--- config.mk ---
export PLATFORM = sky130hd
export DESIGN_NAME = pbm_top
export DESIGN_NICKNAME = d
export VERILOG_FILES = /design/src/rtl/pbm_pkg.sv /design/src/rtl/pbm_fifo.sv /design/src/rtl/pbm_alloc.sv /design/src/rtl/pbm_irq.sv /design/src/rtl/pbm_txseq.sv /design/src/rtl/pbm_top.sv
export SDC_FILE = /design/constraint.sdc
export NUM_CORES = 1
export LEC_CHECK = 0
export BUFFER_PORTS_ARGS = -buffer_cell sky130_fd_sc_hd__buf_2
export CAP_MARGIN = 20
export CELL_PAD_IN_SITES_DETAIL_PLACEMENT = 2
export CELL_PAD_IN_SITES_GLOBAL_PLACEMENT = 2
export CORE_MARGIN = 10
export CORE_UTILIZATION = 45
export CTS_CLUSTER_DIAMETER = 100
export DETAILED_ROUTE_END_ITERATION = 8
export PLACE_DENSITY_LB_ADDON = 0.1
export SYNTH_ARGS = -nofsm -noshare
export SYNTH_HDL_FRONTEND = slang
export SYNTH_SLANG_ARGS = --single-unit
--- constraint.sdc ---
create_clock -name clk -period 4.25 [get_ports clk]
set_input_delay 0.425 -clock clk [delete_from_list [all_inputs] [get_ports clk]]
set_output_delay 0.425 -clock clk [all_outputs]
set_load 0.01 [all_outputs]
--- src/rtl/pbm_pkg.sv ---
package pbm_pkg;
  localparam int ADDR_W = 3;
  localparam int DATA_W = 16;
  localparam int NIST   = 4;

  typedef enum logic [2:0] {
    RA_CMD   = 3'd0,
    RA_PNUM  = 3'd1,
    RA_ARES  = 3'd2,
    RA_HEADS = 3'd3,
    RA_IST   = 3'd4,
    RA_CACK  = 3'd5,
    RA_MASK  = 3'd6,
    RA_CTRL  = 3'd7
  } reg_addr_e;

  typedef enum logic [2:0] {
    OP_NONE  = 3'd0,
    OP_ALLOC = 3'd1,
    OP_ENQ   = 3'd2,
    OP_FREE  = 3'd3
  } op_e;

  localparam int IST_CMPL  = 0;
  localparam int IST_EMPTY = 1;
  localparam int IST_ALLOC = 2;
  localparam int IST_OVF   = 3;
endpackage

--- src/rtl/pbm_fifo.sv ---
module pbm_fifo #(
  parameter int W     = 3,
  parameter int DEPTH = 4
) (
  input  logic         clk,
  input  logic         rst_n,
  input  logic         push,
  input  logic         pop,
  input  logic [W-1:0] din,
  output logic [W-1:0] head,
  output logic         empty,
  output logic         full
);
  localparam int AW = (DEPTH > 1) ? $clog2(DEPTH) : 1;
  localparam int CW = $clog2(DEPTH + 1);

  logic [W-1:0]  mem [DEPTH];
  logic [AW-1:0] rd_q, rd_d, wr_q, wr_d;
  logic [CW-1:0] cnt_q, cnt_d;
  logic          do_push, do_pop;

  assign empty   = (cnt_q == '0);
  assign full    = (cnt_q == CW'(DEPTH));
  assign do_push = push && !full;
  assign do_pop  = pop && !empty;
  assign head    = empty ? '0 : mem[rd_q];

  always_comb begin
    rd_d  = rd_q;
    wr_d  = wr_q;
    cnt_d = cnt_q + CW'(do_push) - CW'(do_pop);
    if (do_pop)  rd_d = (rd_q == AW'(DEPTH - 1)) ? '0 : rd_q + 1'b1;
    if (do_push) wr_d = (wr_q == AW'(DEPTH - 1)) ? '0 : wr_q + 1'b1;
  end

  always_ff @(posedge clk or negedge rst_n) begin
    if (!rst_n) begin
      rd_q  <= '0;
      wr_q  <= '0;
      cnt_q <= '0;
    end else begin
      rd_q  <= rd_d;
      wr_q  <= wr_d;
      cnt_q <= cnt_d;
    end
  end

  always_ff @(posedge clk) begin
    if (do_push) mem[wr_q] <= din;
  end
endmodule

--- src/rtl/pbm_alloc.sv ---
module pbm_alloc #(
  parameter int NUM_PKTS   = 8,
  parameter int NUM_PAGES  = 16,
  parameter int PAGE_BYTES = 256,
  parameter int NB_W       = 11,
  localparam int PW        = $clog2(NUM_PKTS),
  localparam int PGW       = $clog2(NUM_PAGES + 1)
) (
  input  logic            clk,
  input  logic            rst_n,
  input  logic            alloc_req,
  input  logic [NB_W-1:0] alloc_bytes,
  input  logic            rel_a_req,
  input  logic [PW-1:0]   rel_a_num,
  input  logic            rel_b_req,
  input  logic [PW-1:0]   rel_b_num,
  output logic            grant_ok,
  output logic [PW-1:0]   grant_num,
  output logic [PGW-1:0]  free_pages
);
  localparam int PSH    = $clog2(PAGE_BYTES);
  localparam int NEED_W = NB_W + 1 - PSH;
  localparam int SW     = ((PGW > NEED_W) ? PGW : NEED_W) + 2;

  logic [NUM_PKTS-1:0] used_q, used_d;
  logic [PGW-1:0]      pc_q [NUM_PKTS];
  logic [PGW-1:0]      pc_d [NUM_PKTS];
  logic [PGW-1:0]      free_q, free_d;
  logic [NB_W:0]       rounded;
  logic [NEED_W-1:0]   need;
  logic                found, fits, rel_a_ok, rel_b_ok;
  logic [PW-1:0]       low_idx;
  logic [SW-1:0]       pool_sum;

  assign rounded = {1'b0, alloc_bytes} + (NB_W + 1)'(PAGE_BYTES - 1);
  assign need    = (alloc_bytes == '0) ? NEED_W'(1) : NEED_W'(rounded >> PSH);

  always_comb begin
    found   = 1'b0;
    low_idx = '0;
    for (int i = NUM_PKTS - 1; i >= 0; i--) begin
      if (!used_q[i]) begin
        found   = 1'b1;
        low_idx = PW'(i);
      end
    end
  end

  assign fits      = SW'(need) <= SW'(free_q);
  assign grant_ok  = alloc_req && found && fits;
  assign grant_num = low_idx;
  assign free_pages = free_q;

  assign rel_a_ok = rel_a_req && used_q[rel_a_num];
  assign rel_b_ok = rel_b_req && used_q[rel_b_num] && !(rel_a_ok && (rel_a_num == rel_b_num));

  always_comb begin
    used_d = used_q;
    for (int i = 0; i < NUM_PKTS; i++) pc_d[i] = pc_q[i];
    pool_sum = SW'(free_q);
    if (rel_a_ok) begin
      used_d[rel_a_num] = 1'b0;
      pool_sum = pool_sum + SW'(pc_q[rel_a_num]);
    end
    if (rel_b_ok) begin
      used_d[rel_b_num] = 1'b0;
      pool_sum = pool_sum + SW'(pc_q[rel_b_num]);
    end
    if (grant_ok) begin
      used_d[low_idx] = 1'b1;
      pc_d[low_idx]   = PGW'(need);
      pool_sum        = pool_sum - SW'(need);
    end
    free_d = PGW'(pool_sum);
  end

  always_ff @(posedge clk or negedge rst_n) begin
    if (!rst_n) begin
      used_q <= '0;
      free_q <= PGW'(NUM_PAGES);
      for (int i = 0; i < NUM_PKTS; i++) pc_q[i] <= '0;
    end else begin
      used_q <= used_d;
      free_q <= free_d;
      for (int i = 0; i < NUM_PKTS; i++) pc_q[i] <= pc_d[i];
    end
  end
endmodule

--- src/rtl/pbm_irq.sv ---
module pbm_irq #(
  parameter int NBITS = 4
) (
  input  logic             clk,
  input  logic             rst_n,
  input  logic             level_src,
  input  logic [NBITS-1:0] set_vec,
  input  logic [NBITS-1:0] clr_vec,
  input  logic [NBITS-1:0] mask,
  output logic [NBITS-1:0] status,
  output logic             irq
);
  genvar g;
  generate
    for (g = 0; g < NBITS; g++) begin : g_bit
      if (g == 0) begin : g_level
        assign status[g] = level_src;
      end else begin : g_sticky
        logic bit_q, bit_d;
        always_comb begin
          bit_d = bit_q;
          if (clr_vec[g]) bit_d = 1'b0;
          if (set_vec[g]) bit_d = 1'b1;
        end
        always_ff @(posedge clk or negedge rst_n) begin
          if (!rst_n) bit_q <= 1'b0;
          else        bit_q <= bit_d;
        end
        assign status[g] = bit_q;
      end
    end
  endgenerate

  assign irq = |(status & mask);
endmodule

--- src/rtl/pbm_txseq.sv ---
module pbm_txseq #(
  parameter int PW = 3
) (
  input  logic          clk,
  input  logic          rst_n,
  input  logic          tx_enable,
  input  logic          auto_free,
  input  logic          q_empty,
  input  logic [PW-1:0] q_head,
  input  logic          mac_ready,
  input  logic          mac_done,
  input  logic          mac_ok,
  output logic          mac_valid,
  output logic [PW-1:0] mac_pkt,
  output logic          q_pop,
  output logic          busy,
  output logic          cmpl_push,
  output logic [PW-1:0] fin_num,
  output logic          free_req,
  output logic          fail_evt,
  output logic          drain_evt
);
  logic          busy_q, busy_d;
  logic [PW-1:0] cur_q, cur_d;
  logic          fin;

  assign mac_valid = tx_enable && !q_empty && !busy_q;
  assign mac_pkt   = q_head;
  assign q_pop     = mac_valid && mac_ready;
  assign busy      = busy_q;
  assign fin       = mac_done && busy_q;
  assign fin_num   = cur_q;
  assign free_req  = fin && mac_ok && auto_free;
  assign cmpl_push = fin && !(mac_ok && auto_free);
  assign fail_evt  = fin && !mac_ok;
  assign drain_evt = fin && mac_ok && q_empty;

  always_comb begin
    busy_d = busy_q;
    cur_d  = cur_q;
    if (fin) busy_d = 1'b0;
    if (q_pop) begin
      busy_d = 1'b1;
      cur_d  = q_head;
    end
  end

  always_ff @(posedge clk or negedge rst_n) begin
    if (!rst_n) begin
      busy_q <= 1'b0;
      cur_q  <= '0;
    end else begin
      busy_q <= busy_d;
      cur_q  <= cur_d;
    end
  end
endmodule

--- src/rtl/pbm_top.sv ---
module pbm_top
  import pbm_pkg::*;
#(
  parameter int NUM_PKTS   = 8,
  parameter int NUM_PAGES  = 16,
  parameter int PAGE_BYTES = 256,
  parameter int TXQ_DEPTH  = 4,
  parameter int NB_W       = 11,
  localparam int PW        = $clog2(NUM_PKTS),
  localparam int PGW       = $clog2(NUM_PAGES + 1)
) (
  input  logic              clk,
  input  logic              rst_n,
  input  logic              reg_wr,
  input  logic [ADDR_W-1:0] reg_addr,
  input  logic [DATA_W-1:0] reg_wdata,
  output logic [DATA_W-1:0] reg_rdata,
  output logic              irq,
  output logic              mac_valid,
  output logic [PW-1:0]     mac_pkt,
  input  logic              mac_ready,
  input  logic              mac_done,
  input  logic              mac_ok
);
  logic [1:0] rst_sync;
  logic       rst_n_s;

  always_ff @(posedge clk or negedge rst_n) begin
    if (!rst_n) rst_sync <= 2'b00;
    else        rst_sync <= {rst_sync[0], 1'b1};
  end
  assign rst_n_s = rst_sync[1];

  reg_addr_e ra;
  op_e       op;
  logic      wr_cmd, cmd_alloc, cmd_enq, cmd_free;

  assign ra        = reg_addr_e'(reg_addr);
  assign op        = op_e'(reg_wdata[15:13]);
  assign wr_cmd    = reg_wr && (ra == RA_CMD);
  assign cmd_alloc = wr_cmd && (op == OP_ALLOC);
  assign cmd_enq   = wr_cmd && (op == OP_ENQ);
  assign cmd_free  = wr_cmd && (op == OP_FREE);

  logic [PW-1:0]   pnum_q, pnum_d;
  logic            ares_fail_q, ares_fail_d;
  logic [PW-1:0]   ares_num_q, ares_num_d;
  logic [NIST-1:0] mask_q, mask_d;
  logic            txena_q, txena_d;
  logic            afree_q, afree_d;

  logic            grant_ok;
  logic [PW-1:0]   grant_num;
  logic [PGW-1:0]  free_pages;
  logic            txq_empty, txq_full, cq_empty, cq_full;
  logic [PW-1:0]   txq_head, cq_head;
  logic            q_pop, busy, cmpl_push, free_req, fail_evt, drain_evt;
  logic [PW-1:0]   fin_num;
  logic [NIST-1:0] ist, ist_set, ist_clr;

  pbm_alloc #(
    .NUM_PKTS(NUM_PKTS), .NUM_PAGES(NUM_PAGES),
    .PAGE_BYTES(PAGE_BYTES), .NB_W(NB_W)
  ) u_alloc (
    .clk(clk), .rst_n(rst_n_s),
    .alloc_req(cmd_alloc), .alloc_bytes(reg_wdata[NB_W-1:0]),
    .rel_a_req(cmd_free), .rel_a_num(pnum_q),
    .rel_b_req(free_req), .rel_b_num(fin_num),
    .grant_ok(grant_ok), .grant_num(grant_num), .free_pages(free_pages)
  );

  pbm_fifo #(.W(PW), .DEPTH(TXQ_DEPTH)) u_txq (
    .clk(clk), .rst_n(rst_n_s), .push(cmd_enq), .pop(q_pop),
    .din(pnum_q), .head(txq_head), .empty(txq_empty), .full(txq_full)
  );

  pbm_fifo #(.W(PW), .DEPTH(NUM_PKTS)) u_cq (
    .clk(clk), .rst_n(rst_n_s), .push(cmpl_push),
    .pop(reg_wr && (ra == RA_CACK)),
    .din(fin_num), .head(cq_head), .empty(cq_empty), .full(cq_full)
  );

  pbm_txseq #(.PW(PW)) u_seq (
    .clk(clk), .rst_n(rst_n_s), .tx_enable(txena_q), .auto_free(afree_q),
    .q_empty(txq_empty), .q_head(txq_head),
    .mac_ready(mac_ready), .mac_done(mac_done), .mac_ok(mac_ok),
    .mac_valid(mac_valid), .mac_pkt(mac_pkt), .q_pop(q_pop), .busy(busy),
    .cmpl_push(cmpl_push), .fin_num(fin_num), .free_req(free_req),
    .fail_evt(fail_evt), .drain_evt(drain_evt)
  );

  always_comb begin
    ist_set            = '0;
    ist_set[IST_EMPTY] = drain_evt;
    ist_set[IST_ALLOC] = cmd_alloc;
    ist_set[IST_OVF]   = cmd_enq && txq_full;
    ist_clr            = '0;
    if (reg_wr && (ra == RA_IST)) ist_clr = reg_wdata[NIST-1:0];
  end

  pbm_irq #(.NBITS(NIST)) u_irq (
    .clk(clk), .rst_n(rst_n_s), .level_src(!cq_empty),
    .set_vec(ist_set), .clr_vec(ist_clr), .mask(mask_q),
    .status(ist), .irq(irq)
  );

  always_comb begin
    pnum_d      = pnum_q;
    ares_fail_d = ares_fail_q;
    ares_num_d  = ares_num_q;
    mask_d      = mask_q;
    txena_d     = txena_q;
    afree_d     = afree_q;
    if (reg_wr && (ra == RA_PNUM)) pnum_d = reg_wdata[PW-1:0];
    if (reg_wr && (ra == RA_MASK)) mask_d = reg_wdata[NIST-1:0];
    if (reg_wr && (ra == RA_CTRL)) begin
      txena_d = reg_wdata[0];
      afree_d = reg_wdata[1];
    end
    if (cmd_alloc) begin
      ares_fail_d = !grant_ok;
      ares_num_d  = grant_ok ? grant_num : '0;
    end
    if (fail_evt) txena_d = 1'b0;
  end

  always_ff @(posedge clk or negedge rst_n_s) begin
    if (!rst_n_s) begin
      pnum_q      <= '0;
      ares_fail_q <= 1'b1;
      ares_num_q  <= '0;
      mask_q      <= '0;
      txena_q     <= 1'b0;
      afree_q     <= 1'b0;
    end else begin
      pnum_q      <= pnum_d;
      ares_fail_q <= ares_fail_d;
      ares_num_q  <= ares_num_d;
      mask_q      <= mask_d;
      txena_q     <= txena_d;
      afree_q     <= afree_d;
    end
  end

  always_comb begin
    reg_rdata = '0;
    unique case (ra)
      RA_PNUM:  reg_rdata[PW-1:0] = pnum_q;
      RA_ARES:  begin
        reg_rdata[15]     = ares_fail_q;
        reg_rdata[PW-1:0] = ares_num_q;
      end
      RA_HEADS: begin
        reg_rdata[15]       = cq_empty;
        reg_rdata[8+:PW]    = cq_head;
        reg_rdata[7]        = txq_empty;
        reg_rdata[PW-1:0]   = txq_head;
      end
      RA_IST:   reg_rdata[NIST-1:0] = ist;
      RA_MASK:  reg_rdata[NIST-1:0] = mask_q;
      RA_CTRL:  reg_rdata[1:0] = {afree_q, txena_q};
      default:  reg_rdata = '0;
    endcase
  end
endmodule

; ---- After elaboration in Yosys (flattened, before gate mapping)
; Memories as Yosys holds them, arrays and structs flattened.
; Index checks and enable logic that the tools add are counted.
[totals]
regBits = 92
mem_bits_rw = 36
in_bits = 25
output_inout_bits = 21
elab_cells = 201
memories = 2
[memory_table]
columns = name, depth, word_bits, rd, rd_clocked_by_memory_dff, wr, line
row1 = u_cq.mem, 8, 3, 1, 0, 1, pbm_fifo.sv:17  ; logic [W-1:0] mem [DEPTH];
row2 = u_txq.mem, 4, 3, 1, 0, 1, pbm_fifo.sv:17
[op_classes]
addsub = 12
order_cmp = 11
eq_ne = 17
mux = 69
bitwise = 9
reduce_logical = 53
[op_table]
columns = cell, count
row1 = 40-bit bitwise mux, 1
row2 = 5-bit two-way mux, 8
row3 = 3-bit two-way mux, 13
row4 = 1-bit logical AND, 34
row5 = 5-bit binary-select mux with 3-bit select, 2
row6 = 1-bit two-way mux, 27
row7 = 8-bit two-way mux, 3
row8 = "3-bit equality test, second input constant", 7
row9 = 8-bit AND, 2
row10 = 8-bit inverter, 2
row11 = 5-bit demux with 3-bit select, 1
row12 = "11-bit by 8-bit adder with 12-bit output, second input constant", 1
row13 = "3-bit by 2-bit equality test with 1-bit output, second input constant", 4
row14 = "4-bit greater-or-equal comparator, second input constant", 3
row15 = "3-bit by 4-bit less-than comparator with 1-bit output, second input constant", 3
row16 = 4-bit two-way mux, 3
row17 = 3-bit inverter with 4-bit output, 3
row18 = 2-bit one-hot mux with 6 select lines, 1
row19 = 11-bit zero test, 1
row20 = 5-bit adder, 2
row21 = 2-bit nonzero test, 5
row22 = 1-bit demux with 3-bit select, 3
row23 = "3-bit by 1-bit greater-or-equal comparator with 1-bit output, second input constant", 3
row24 = 1-bit zero test, 9
row25 = 22 further kinds, 30

; ---- Depth between registers and ports, before layout
; Gate-level depths: netlist of the first run.
[depth]
ltp_word = 14
mapped_depth = 20
depth_no_buf = 18

; ---- By module
; From an unflattened synthesis of the first run, not the netlist that was laid out.
[hier_totals]
cells_unflattened = 635
hier_area_um2 = 7248.2
[modules_own_cells]
columns = mod, instances, cells_per_inst, area_per_inst_um2, seq_area_each_um2
row1 = pbm_alloc, 1, 331, 3325.7, 1127.3
row2 = pbm_fifo at u_cq, 1, 116, 1626.6, 970.9
row3 = pbm_top, 1, 95, 979.7, 376.6
row4 = pbm_fifo at u_txq, 1, 55, 925.9, 535.5
row5 = pbm_txseq, 1, 22, 231.5, 100.1
row6 = pbm_irq, 1, 16, 158.9, 75.1

; ---- Worst setup path after synthesis of the first run
; OpenSTA, ideal clock, no wires.
[synth_path]
kind = register to register
startpoint = register pnum_q[0]
endpoint = register u_alloc.free_q[3], in the netlist u_alloc.free_pages[3]
setup_ps = 125
arrival_ps = 4163
t_required_ps = 4125
setup_slack_ps = -38
path_stages_with_launch = 20
n_path_buf = 3
period_less_slack_ps = 4288
cell_sequence = dfrtp_1 -> buf_2 -> buf_1 -> clkbuf_1 -> nand3_1 -> o21ai_0 -> o21ai_0 -> o311ai_0 -> ha_1 -> inv_1 -> fa_1 -> o21ai_0 -> fa_1 -> mux2i_1 -> inv_1 -> ha_1 -> a21o_1 -> a21oi_1 -> xnor2_1 -> mux2_2
[synth_via]
elab_chain_len = 10
elab_cells_between_ends = 17
classes_between = add/sub (3) / eq/ne (1) / mux (8) / bitwise (1) / reduce/logical (4)
[synth_rtl]
columns = item, line
row1 = start: declaration, pbm_top.sv:45  ; logic [PW-1:0] pnum_q, pnum_d;
row2 = start signal: assignment, pbm_top.sv:136  ; pnum_q <= pnum_d;
row3 = 3-bit inverter with 4-bit output (implied by the code), pbm_alloc.sv:63  ; pool_sum = pool_sum + SW'(pc_q[rel_a_num]);
row4 = 5-bit binary-select mux with 3-bit select, pbm_alloc.sv:63
row5 = 5-bit two-way mux (implied by the code) (2 in a row), pbm_alloc.sv:63
row6 = 5-bit adder, pbm_alloc.sv:63
row7 = 5-bit two-way mux, pbm_alloc.sv:61  ; if (rel_a_ok) begin
row8 = 5-bit adder, pbm_alloc.sv:67  ; pool_sum = pool_sum + SW'(pc_q[rel_b_num]);
row9 = 5-bit two-way mux (*), pbm_alloc.sv:65  ; if (rel_b_ok) begin
row10 = 5-bit by 4-bit subtractor with 5-bit output, pbm_alloc.sv:72  ; pool_sum = pool_sum - SW'(need);
row11 = 5-bit two-way mux (*), pbm_alloc.sv:69  ; if (grant_ok) begin
row12 = named net u_alloc.pool_sum[3], pbm_alloc.sv:33  ; logic [SW-1:0] pool_sum;
row13 = end signal: assignment, pbm_alloc.sv:80  ; free_q <= PGW'(NUM_PAGES);
row14 = end signal: assignment, pbm_alloc.sv:84  ; free_q <= free_d;
row15 = end: declaration, pbm_alloc.sv:28  ; logic [PGW-1:0] free_q, free_d;
; Mark *: on every way through the listed nets, which the timed path passes. The rest lies on a longest branch. The select of a mux whose other input is x is not followed.
; A chain may end at the register's enable or synchronous reset.

; ---- Worst setup path in the final report of the first run
; Ends and elaborated chain as after synthesis.

==> impl_metrics.ini, run 1 <==
[synthesis]
ys_async_sr_fraction = 0.7000
synth_cell_type_count = 63
synth.cell_area_um2 = 6927
synth_enable_flop_cells = 36
netlist_top_cells_area = dfrtp_1 30%, edfxtp_1 16%, mux2_2 6.3%, ha_1 6.0%, mux4_2 5.2%
synth_top_flop_cell = dfrtp_1
synth.largest_area_cell = dfrtp_1
synth_area_per_cell_um2 = 11.53
ys_seq_area_frac = 0.4599
synthesis.instances = 601
synth.yosys.warnings = 0
total_of_flip_flops_plus_latches_after_synthesis = 120
synth_top_cell_area_share = 0.2962

[route]
route.final.wire_length_um = 23680
drc = 0
postRouteAntennaNets = 0
route.detailed.vias_per_inst = 5.986
dr.pass1.iters = 5
dr_total_vias = 5280
drt-initial-drc-count = 301
routed_wire_length_per_instance_um = 26.85

[worst_setup_path]
worstPathCellList = mux2i_1 > o21ai_1 > o21ai_1 > o311ai_2 > buf_4 > ha_1 > inv_1 > fa_1 > o21ai_4 > fa_2 > mux2i_2 > inv_1 > ha_1 > a21o_1 > a21oi_2 > xnor2_1 > mux2_2
rrSetupSlack_ns = 0.09
worst_setup_path_end_kind = register
crit_type = register to register
critPathBufInv = 3
cpPeakStageDelay_ns = 0.49
worst_setup_path_start_kind = register
worstPathRequired_ns = 4.57
critical_path.slowest_cell = dfrtp_2
path_max_fanout = 8
cp_top_family = adder cells
arrival_time_at_the_worst_endpoint_ns = 4.47

[timing]
fin_crit_sh = 0.9781
slew_headroom = 0.4385
timing_max_transition_violations_final = 0
period_minus_slack_ns = 4.157
finalClockSkew_ns = 0.008311
max_freq_ghz = 0.2406
setup_tns_ns = 0
hold_viol_final = 0
whs_ns = 0.2270
post-route-worst-setup-slack_ns = 0.09298
finalSetupViolCount = 0
tightest_slew_ns = 0.8422

[floorplanning]
num_rows = 45
floorplan_die_height_um = 144.1
core-area_um2 = 15150
floorplan.initialDensity = 0.4573
chipWidth_um = 144.1
boundary_pin_count = 46
die-area_um2 = 20750

[cts]
tritoncts.num_buffers = 17
tritoncts = yes
clock_latency_ns = 0.43
cts.htree.levels = 4
bufs_on_longest_clock_path = 2
clock-sinks = 120
clock_tree.root_cell = clkbuf_16
clk_pin_slew_ns = 0.06

[placed_design]
finalWeightedCongestion = 0.8266
dp_hpwl_um = 16150
placement.io_buffers = 36
pre_cts_ws_ns = -0.03833
detailed_place.area_um2 = 7538

[global_routing]
grt_antenna_before_repair = 0
groute.usage.overall = 0.2377
global_route_wire_length_before_repair_um = 37080
grt_pass1_vias = 6091
grt_max_degree = 47
grt.overflow.total = 0

[pwr]
p_per_area_nw_per_um2 = 569.0
power_leakage_nw = 3.707
vdd.ir_drop.worst_v = 0.0002991

[status]
outcome = finished clean

[finish]
finalInstanceArea_um2 = 8223
layout-drive-gt1-share = 0.2867
antenna_cells = 0
nNetsFinal = 744
area.growth.synth_to_final_pct = 18.71

[min_path]
min_path_type = input pin to register

[job]
cap_violations = 0
Yosys cell counts (8+ instances only):
master	n
ha_1	33
mux2i_1	19
mux4_2	16
dfrtp_1	82
or2_1	8
edfxtp_1	36
mux2_2	39
xnor2_1	14
clkbuf_1	11
nor2b_1	10
nand2b_1	12
o21ai_0	25
nor2_1	35
nand2_1	56
nor3_1	10
inv_1	37
a21oi_1	11
and2_1	8
buf_2	8
registers in the layout, indices dropped and copies added (netlist names), 4 cells and up:
register / cells
u_alloc.pc_q: 32
u_cq.mem: 24
u_txq.mem: 12
u_alloc.used_q: 8
u_alloc.free_pages: 5
mask_q: 4
u_cq.cnt_q: 4
through the flow:
step	total power [mW]	utilization	cells
finish	4.679	0.5429	882
global route	4.926	0.5429	882
CTS	4.645	0.5365	878
detailed placement	3.150	0.4977	845
global placement	3.004	0.4977	845
floorplan	2.579	-	607
what timing repair did:
item / in CTS / in global routing
buffers inserted: 0 / 4
hold buffers: 1 / 0
pin swaps: 1 / 2
gates resized for setup: 2 / 21
endpoints found under the setup margin: 2 / 2
hold endpoints to repair: 2 / 0
final cells by class:
cell class / count / area [um2]
Clock inverter: 8 / 68.82
Timing Repair Buffer: 86 / 561.8
Fill cell: 1503 / 6923
Tap cell: 188 / 235.2
Clock buffer: 24 / 503.0
Inverter: 37 / 138.9
Sequential cell: 120 / 3193
Multi-Input combinational cell: 419 / 3522
per-layer routing:
| layer | GRT usage | up-vias | wire, um |
|---|---|---|---|
| met2 | 0.4201 | 135 | 12400 |
| met3 | 0.04985 | 40 | 929 |
| met4 | 0.08812 | 0 | 611 |
| li1 | - | 2318 | - |
| met5 | 0 | - | 0 |
| met1 | 0.2766 | 2787 | 9736 |
path summary, 6_finish.rpt:
check / startpoint / endpoint / cells past startpoint
min in group asynchronous: rst_n / rst_sync[1] / 2
worst min-delay path: mac_done / u_seq.busy / 2
max in group asynchronous: rst_sync[1] / pnum_q[1] / 1
worst max-delay path: pnum_q[0] / u_alloc.free_pages[3] / 17
worst max register to register: pnum_q[0] / u_alloc.free_pages[3] / 17
worst min register to register: rst_sync[1] / u_txq.wr_q[0] / 0
worst reg2reg max path, stage by stage, from the launching register on:
cell and delay, ns:
dfrtp_2 0.49, mux2i_1 0.33, o21ai_1 0.10, o21ai_1 0.18
o311ai_2 0.14, buf_4 0.15, ha_1 0.20, inv_1 0.08
fa_1 0.45, o21ai_4 0.23, fa_2 0.46, mux2i_2 0.22
inv_1 0.07, ha_1 0.27, a21o_1 0.17, a21oi_2 0.16
xnor2_1 0.09, mux2_2 0.26
kinds of logic after synthesis:
| group | Yosys count | synth area share |
|---|---|---|
| compound gates | 96 | 0.1035 |
| xor+xnor | 18 | 0.02276 |
| fa+ha+maj | 38 | 0.07406 |
| buf+inv | 68 | 0.04426 |
| flops | 120 | 0.4599 |
| mux | 87 | 0.1673 |
| other cells | 2 | 0.001084 |
| simple gates | 172 | 0.1272 |
cell usage in the layout, fill, tap and decap left out, types with 9 or more instances in the layout:
master     instances
mux2_2            39
mux2i_1           18
mux4_2            16
ha_1              32
nor2_1            35
buf_2             36
o21ai_0           21
edfxtp_1          36
clkbuf_16         18
nor3_1            10
dfrtp_1           78
buf_4             48
inv_1             37
nand2_1           56
xnor2_1           14
nand2b_1          12
nor2b_1            9
report_power, final:
part           switching [mW]  internal, mW
clock network           0.552         0.880
registers               0.289          1.40
logic                   0.867         0.693
Power figures use the tool's default switching activity.
==> inputs of run 2 (changes only) <==
Settings changed: CAP_MARGIN 20 to 15, GPL_TIMING_DRIVEN from default to 0.
==> run 2 against run 1 <==
  * Clock skew fell by 0.0012 ns
  * Final cell count fell by 1.5%
  * Maximum frequency rose by 0.36%
  * Combinational power barely moved
  * Via count fell by 1.8%
  * Clock power rose by 18%
  * Flip-flop and latch count did not move
  * Register-to-register slack barely moved
  * Routed wire length fell by 3.2%
  * Sequential power fell by 4%
  * Largest cell class unchanged
  * First-iteration DRC count rose by 16%
  * Setup slack improved by 0.015 ns
==> impl_metrics.ini, run 2 (synthesis gave the netlist of run 1 again) <==
[status]
outcome = finished clean

[cts]
bufs_on_longest_clock_path = 2
cts.htree.levels = 4
tritoncts = yes
clock-sinks = 120
tritoncts.num_buffers = 17
clock_latency_ns = 0.43
clock_tree.root_cell = clkbuf_16
clk_pin_slew_ns = 0.06

[finish]
ff_latch_area_um2 = 3192
final_core_utilization = 0.5496
fill_cell_count = 1459
fin_cells = 869
area.growth.synth_to_final_pct = 20.18
layout_common_cells = 79 x dfrtp_1, 56 x nand2_1, 39 x mux2_2
nNetsFinal = 731
finalInstanceArea_um2 = 8324
multi_input_comb_area_um2 = 3595
final_common_cell = dfrtp_1
layout-drive-gt1-share = 0.2746
antenna_cells = 0
max_flop_register = u_alloc.pc_q
largest_reg_flops = 32
top_regs = u_alloc.pc_q (32), u_cq.mem (24), u_txq.mem (12)

[timing]
period_minus_slack_ns = 4.142
timing_max_transition_violations_final = 0
tightest_slew_ns = 1.065
hold_viol_final = 0
fin_crit_sh = 0.9746
max_freq_ghz = 0.2414
slew_headroom = 0.2875
finalSetupViolCount = 0
finalClockSkew_ns = 0.007124

[placed_design]
finalWeightedCongestion = 0.8291
dp_hpwl_um = 15410
placement.io_buffers = 33
placed_cells = 829
detailed_place.area_um2 = 7381

[worst_setup_path]
worst_setup_path_start_kind = register
worst_setup_path_end_kind = register
arrival_time_at_the_worst_endpoint_ns = 4.49
cp_top_family = adder cells
worstReg2RegEnd = u_alloc.free_pages[4]
rrSetupSlack_ns = 0.11
cpPeakStageDelay_ns = 0.55
worstPathCellList = buf_4 > nand2b_1 > o22ai_1 > or4_1 > buf_6 > mux2_2 > ha_1 > fa_2 > mux2i_2 > buf_4 > fa_1 > nor2b_1 > o21ai_0 > nand3b_1 > xnor2_1
reg2reg_depth = 15
crit_type = register to register
reg2reg_from = pnum_q[1]
path_max_fanout = 10
critical_path.slowest_cell = or4_1
worst_path_most_repeated_cell = buf_4
worstPathRequired_ns = 4.60
critPathBufInv = 3

[route]
drt-initial-drc-count = 348
route.detailed.vias_per_inst = 5.965
drc = 0
dr.pass1.iters = 5
route.final.wire_length_um = 22910
routed_wire_length_per_instance_um = 26.37
dr_total_vias = 5184
postRouteAntennaNets = 0

[floorplanning]
floorplan.initialDensity = 0.4573
chipWidth_um = 144.1
boundary_pin_count = 46
core-area_um2 = 15150
floorplan_die_height_um = 144.1
num_rows = 45
die-area_um2 = 20750

[pwr]
finalPower_mw = 4.900
power_leakage_nw = 3.665
vdd.ir_drop.worst_v = 0.0003039
p_per_area_nw_per_um2 = 588.7

[global_routing]
grt_pass1_vias = 5838
global_route_wire_length_before_repair_um = 35400
grt_max_degree = 61
groute.usage.overall = 0.2297
grt.overflow.total = 0
grt_antenna_before_repair = 0

[job]
cap_violations = 0

[min_path]
min_path_type = register to async pin
## run 2: cell types whose count changed in the layout (fill, tap and decap cells not counted), moves of 4 or more
cell       change
bufinv_16      +5
clkbuf_1       +5
clkinv_2       -4
buf_4         -32
## run 2: per-stage QoR
| step | TNS [ns] | setup slack [ns] | hold WS, ns |
|---|---|---|---|
| after global routing | -0.1407 | -0.07793 | 0.2251 |
| after floorplan | 0 | 0.08035 | 0.1294 |
| after detailed placement | -31.40 | -0.9843 | 0.2109 |
| final | 0 | 0.1079 | 0.2280 |
| after CTS | 0 | 0.002436 | 0.2140 |
| after global placement | -24.80 | -0.8575 | 0.2099 |
## run 2: layer usage
layer,global-route usage,vias up,part of all wire
li1,-,2300,-
met1,0.2661,2703,0.40
met2,0.4049,133,0.52
met3,0.04788,48,0.046
met4,0.09135,0,0.030
met5,0,-,0
## run 2: worst max-delay path by stage
stage | end | from | cells past startpoint | slack (ns)
after detailed placement | u_alloc.pc_q[12] | reg_wdata[2] | 14 | -0.98
after global routing | u_alloc.free_pages[4] | pnum_q[2] | 19 | -0.08
after CTS | u_alloc.free_pages[4] | pnum_q[0] | 17 | 0.002
final | u_alloc.free_pages[4] | pnum_q[1] | 15 | 0.11
after floorplan | u_alloc.free_pages[3] | pnum_q[0] | 19 | 0.08
after global placement | u_alloc.pc_q[12] | reg_wdata[2] | 14 | -0.86
## run 2: where the power goes
part | internal [mW] | leakage [nW] | total, mW | switching, mW
combinational | 0.694 | 1.93 | 1.59 | 0.893
sequential | 1.40 | 1.42 | 1.63 | 0.229
clock | 1.10 | 0.316 | 1.69 | 0.585
total | 3.19 | 3.66 | 4.90 | 1.71
## run 2: area by class of cell
class | count | area share
Sequential cell | 120 | 0.3834
Inverter | 37 | 0.01668
Timing Repair Buffer | 43 | 0.03156
Buffer | 30 | 0.02706
Multi-Input combinational cell | 419 | 0.4318
Clock inverter | 15 | 0.03006
Clock buffer | 17 | 0.05110
Tap cell | 188 | 0.02826
## run 2: repair_timing
action	in CTS	in global routing
setup buffers	5	3
resized for setup	28	25
hold buffers	1	0
pin swaps	4	5
endpoints found under the hold margin	2	0
setup endpoints to repair	40	24
==> inputs of run 3 (changes only) <==
Settings changed: PLACE_DENSITY from default to 0.87, PLACE_DENSITY_LB_ADDON 0.1 to default.
==> run 3 against run 2 <==
  * First-iteration DRC count rose by 31%
  * Total power rose by 1.9%
  * Non-clock buffer count rose by 4
  * Final cell count rose by 0.46%
  * Clock skew rose by 0.0066 ns
  * Critical path depth did not move
  * Design area rose by 0.38%
  * Critical path type unchanged
  * Largest cell class unchanged
  * Largest power group is now combinational cells
==> impl_metrics.ini, run 3 (synthesis gave the netlist of run 1 again) <==
[global_routing]
grt_max_degree = 55
global_route_wire_length_before_repair_um = 38400
grt_antenna_before_repair = 0
grt_pass1_vias = 6066
groute.usage.overall = 0.2504
grt.overflow.total = 0

[worst_setup_path]
worst_setup_path_end_kind = register
arrival_time_at_the_worst_endpoint_ns = 4.48
worst_setup_path_start_kind = register
cpPeakStageDelay_ns = 0.58
worstPathCellList = buf_12 > mux4_2 > mux2i_4 > inv_1 > ha_1 > a21o_1 > a21oi_2 > xnor2_1 > mux2_4 > ha_4 > xnor2_1 > mux2_4 > ha_1 > xnor2_1 > mux2_2
critical_path.slowest_cell = mux4_2
path_max_fanout = 10
worstPathRequired_ns = 4.56
worst_path_most_repeated_cell = xnor2_1
crit_type = register to register

[cts]
bufs_on_longest_clock_path = 2
clock-sinks = 120
cts.htree.levels = 4
clk_pin_slew_ns = 0.07
tritoncts.num_buffers = 17
clock_tree.root_cell = clkbuf_16
clock_latency_ns = 0.44
tritoncts = yes

[timing]
timing_max_transition_violations_final = 0
max_freq_ghz = 0.2396
finalClockSkew_ns = 0.01375
setup_tns_ns = 0
tightest_slew_ns = 1.061
period_minus_slack_ns = 4.174
hold_viol_final = 0
fin_crit_sh = 0.9821
unrepaired_setup_endpoints_after_global_routing = true
finalSetupViolCount = 0
slew_headroom = 0.2873

[floorplanning]
boundary_pin_count = 46
floorplan_die_height_um = 144.1
core-area_um2 = 15150
floorplan.initialDensity = 0.4573
chipWidth_um = 144.1
num_rows = 45
die-area_um2 = 20750

[route]
postRouteAntennaNets = 0
routed_wire_length_per_instance_um = 30.37
dr_total_vias = 5512
drc = 0
route.detailed.vias_per_inst = 6.314
drt-initial-drc-count = 456
dr.pass1.iters = 5
route.final.wire_length_um = 26520

[finish]
largest_reg_flops = 32
nNetsFinal = 735
antenna_cells = 0
max_flop_register = u_alloc.pc_q
top_regs = u_alloc.pc_q (32), u_cq.mem (24), u_txq.mem (12)
layout-drive-gt1-share = 0.2949
fill_cell_count = 1468
fin_cells = 873
area.growth.synth_to_final_pct = 20.63
finalInstanceArea_um2 = 8356
final_core_utilization = 0.5517
final_common_cell = dfrtp_1
layout_common_cells = 78 x dfrtp_1, 55 x nand2_1, 39 x mux2_2

[placed_design]
placement.io_buffers = 33
dp_hpwl_um = 15930
finalWeightedCongestion = 0.8415
detailed_place.area_um2 = 7381
placed_cells = 829

[pwr]
power_leakage_nw = 3.698
p_per_area_nw_per_um2 = 597.6
vdd.ir_drop.worst_v = 0.0002474

[job]
cap_violations = 0

[min_path]
min_path_type = input pin to register

[status]
outcome = finished clean
-- run 3: final timing paths --
path | startpoint | endpoint | slack (ns) | depth (start not counted)
max in group asynchronous | rst_sync[1] | ares_fail_q | 3.32 | 1
min reg2reg | rst_sync[1] | u_alloc.pc_q[10] | 0.27 | 0
max reg2reg | pnum_q[0] | u_alloc.free_pages[3] | 0.08 | 15
min in group asynchronous | rst_sync[1] | u_alloc.pc_q[10] | 0.27 | 0
min | mac_done | u_seq.busy | 0.20 | 2
max | pnum_q[0] | u_alloc.free_pages[3] | 0.08 | 15
-- run 3: critical path: cells and delay by family (launching register included) --
family	cells	cell delay (ns)
mux	5	1.65
fa+ha+maj	3	0.84
flops	1	0.51
xor+xnor	3	0.39
compound gates	2	0.38
buf+inv	2	0.28
-- run 3: per-layer routing --
| metal | part of all wire | up-vias | track usage | wire length (um) |
|---|---|---|---|---|
| li1 | - | 2313 | - | - |
| met4 | 0.043 | 0 | 0.1225 | 1141 |
| met2 | 0.52 | 253 | 0.4379 | 13660 |
| met3 | 0.059 | 75 | 0.05477 | 1574 |
| met1 | 0.38 | 2871 | 0.2827 | 10140 |
| met5 | 0 | - | 0 | 0 |
-- run 3: final cells by class --
type                    count  area, um2  area share
multi-input cells         419       3631      0.4346
plain buffers              27      202.7     0.02426
clock buffers              17      425.4     0.05091
well taps                 188      235.2     0.02815
clock inverters            15      214.0     0.02561
repair buffers             50      315.3     0.03774
flip-flops and latches    120       3193      0.3822
inverters                  37      138.9     0.01662
-- run 3: stage by stage --
stage / hold slack [ns] / worst slack, ns / total power, mW
after detailed placement: 0.2143 / -1.080 / 3.079
final: 0.2025 / 0.07624 / 4.993
after global routing: 0.2479 / -0.08340 / 5.209
after floorplan: 0.1294 / 0.08035 / 2.579
after CTS: 0.1978 / -0.001824 / 4.834
after global placement: 0.2100 / -0.7359 / 2.920
-- run 3: timing repair --
item | CTS | global route
endpoints found under the setup margin | 33 | 27
gates resized for setup | 34 | 29
pin swaps | 3 | 9
hold buffers | 1 | 0
buffers inserted | 3 | 12
hold endpoints to repair | 2 | 0
-- run 3: where the power goes --
| group | leakage, nW | total [mW] | switching (mW) | internal (mW) |
|---|---|---|---|---|
| sequential | 1.42 | 1.65 | 0.256 | 1.40 |
| combinational | 1.97 | 1.72 | 1.00 | 0.721 |
| clock | 0.305 | 1.62 | 0.622 | 0.994 |
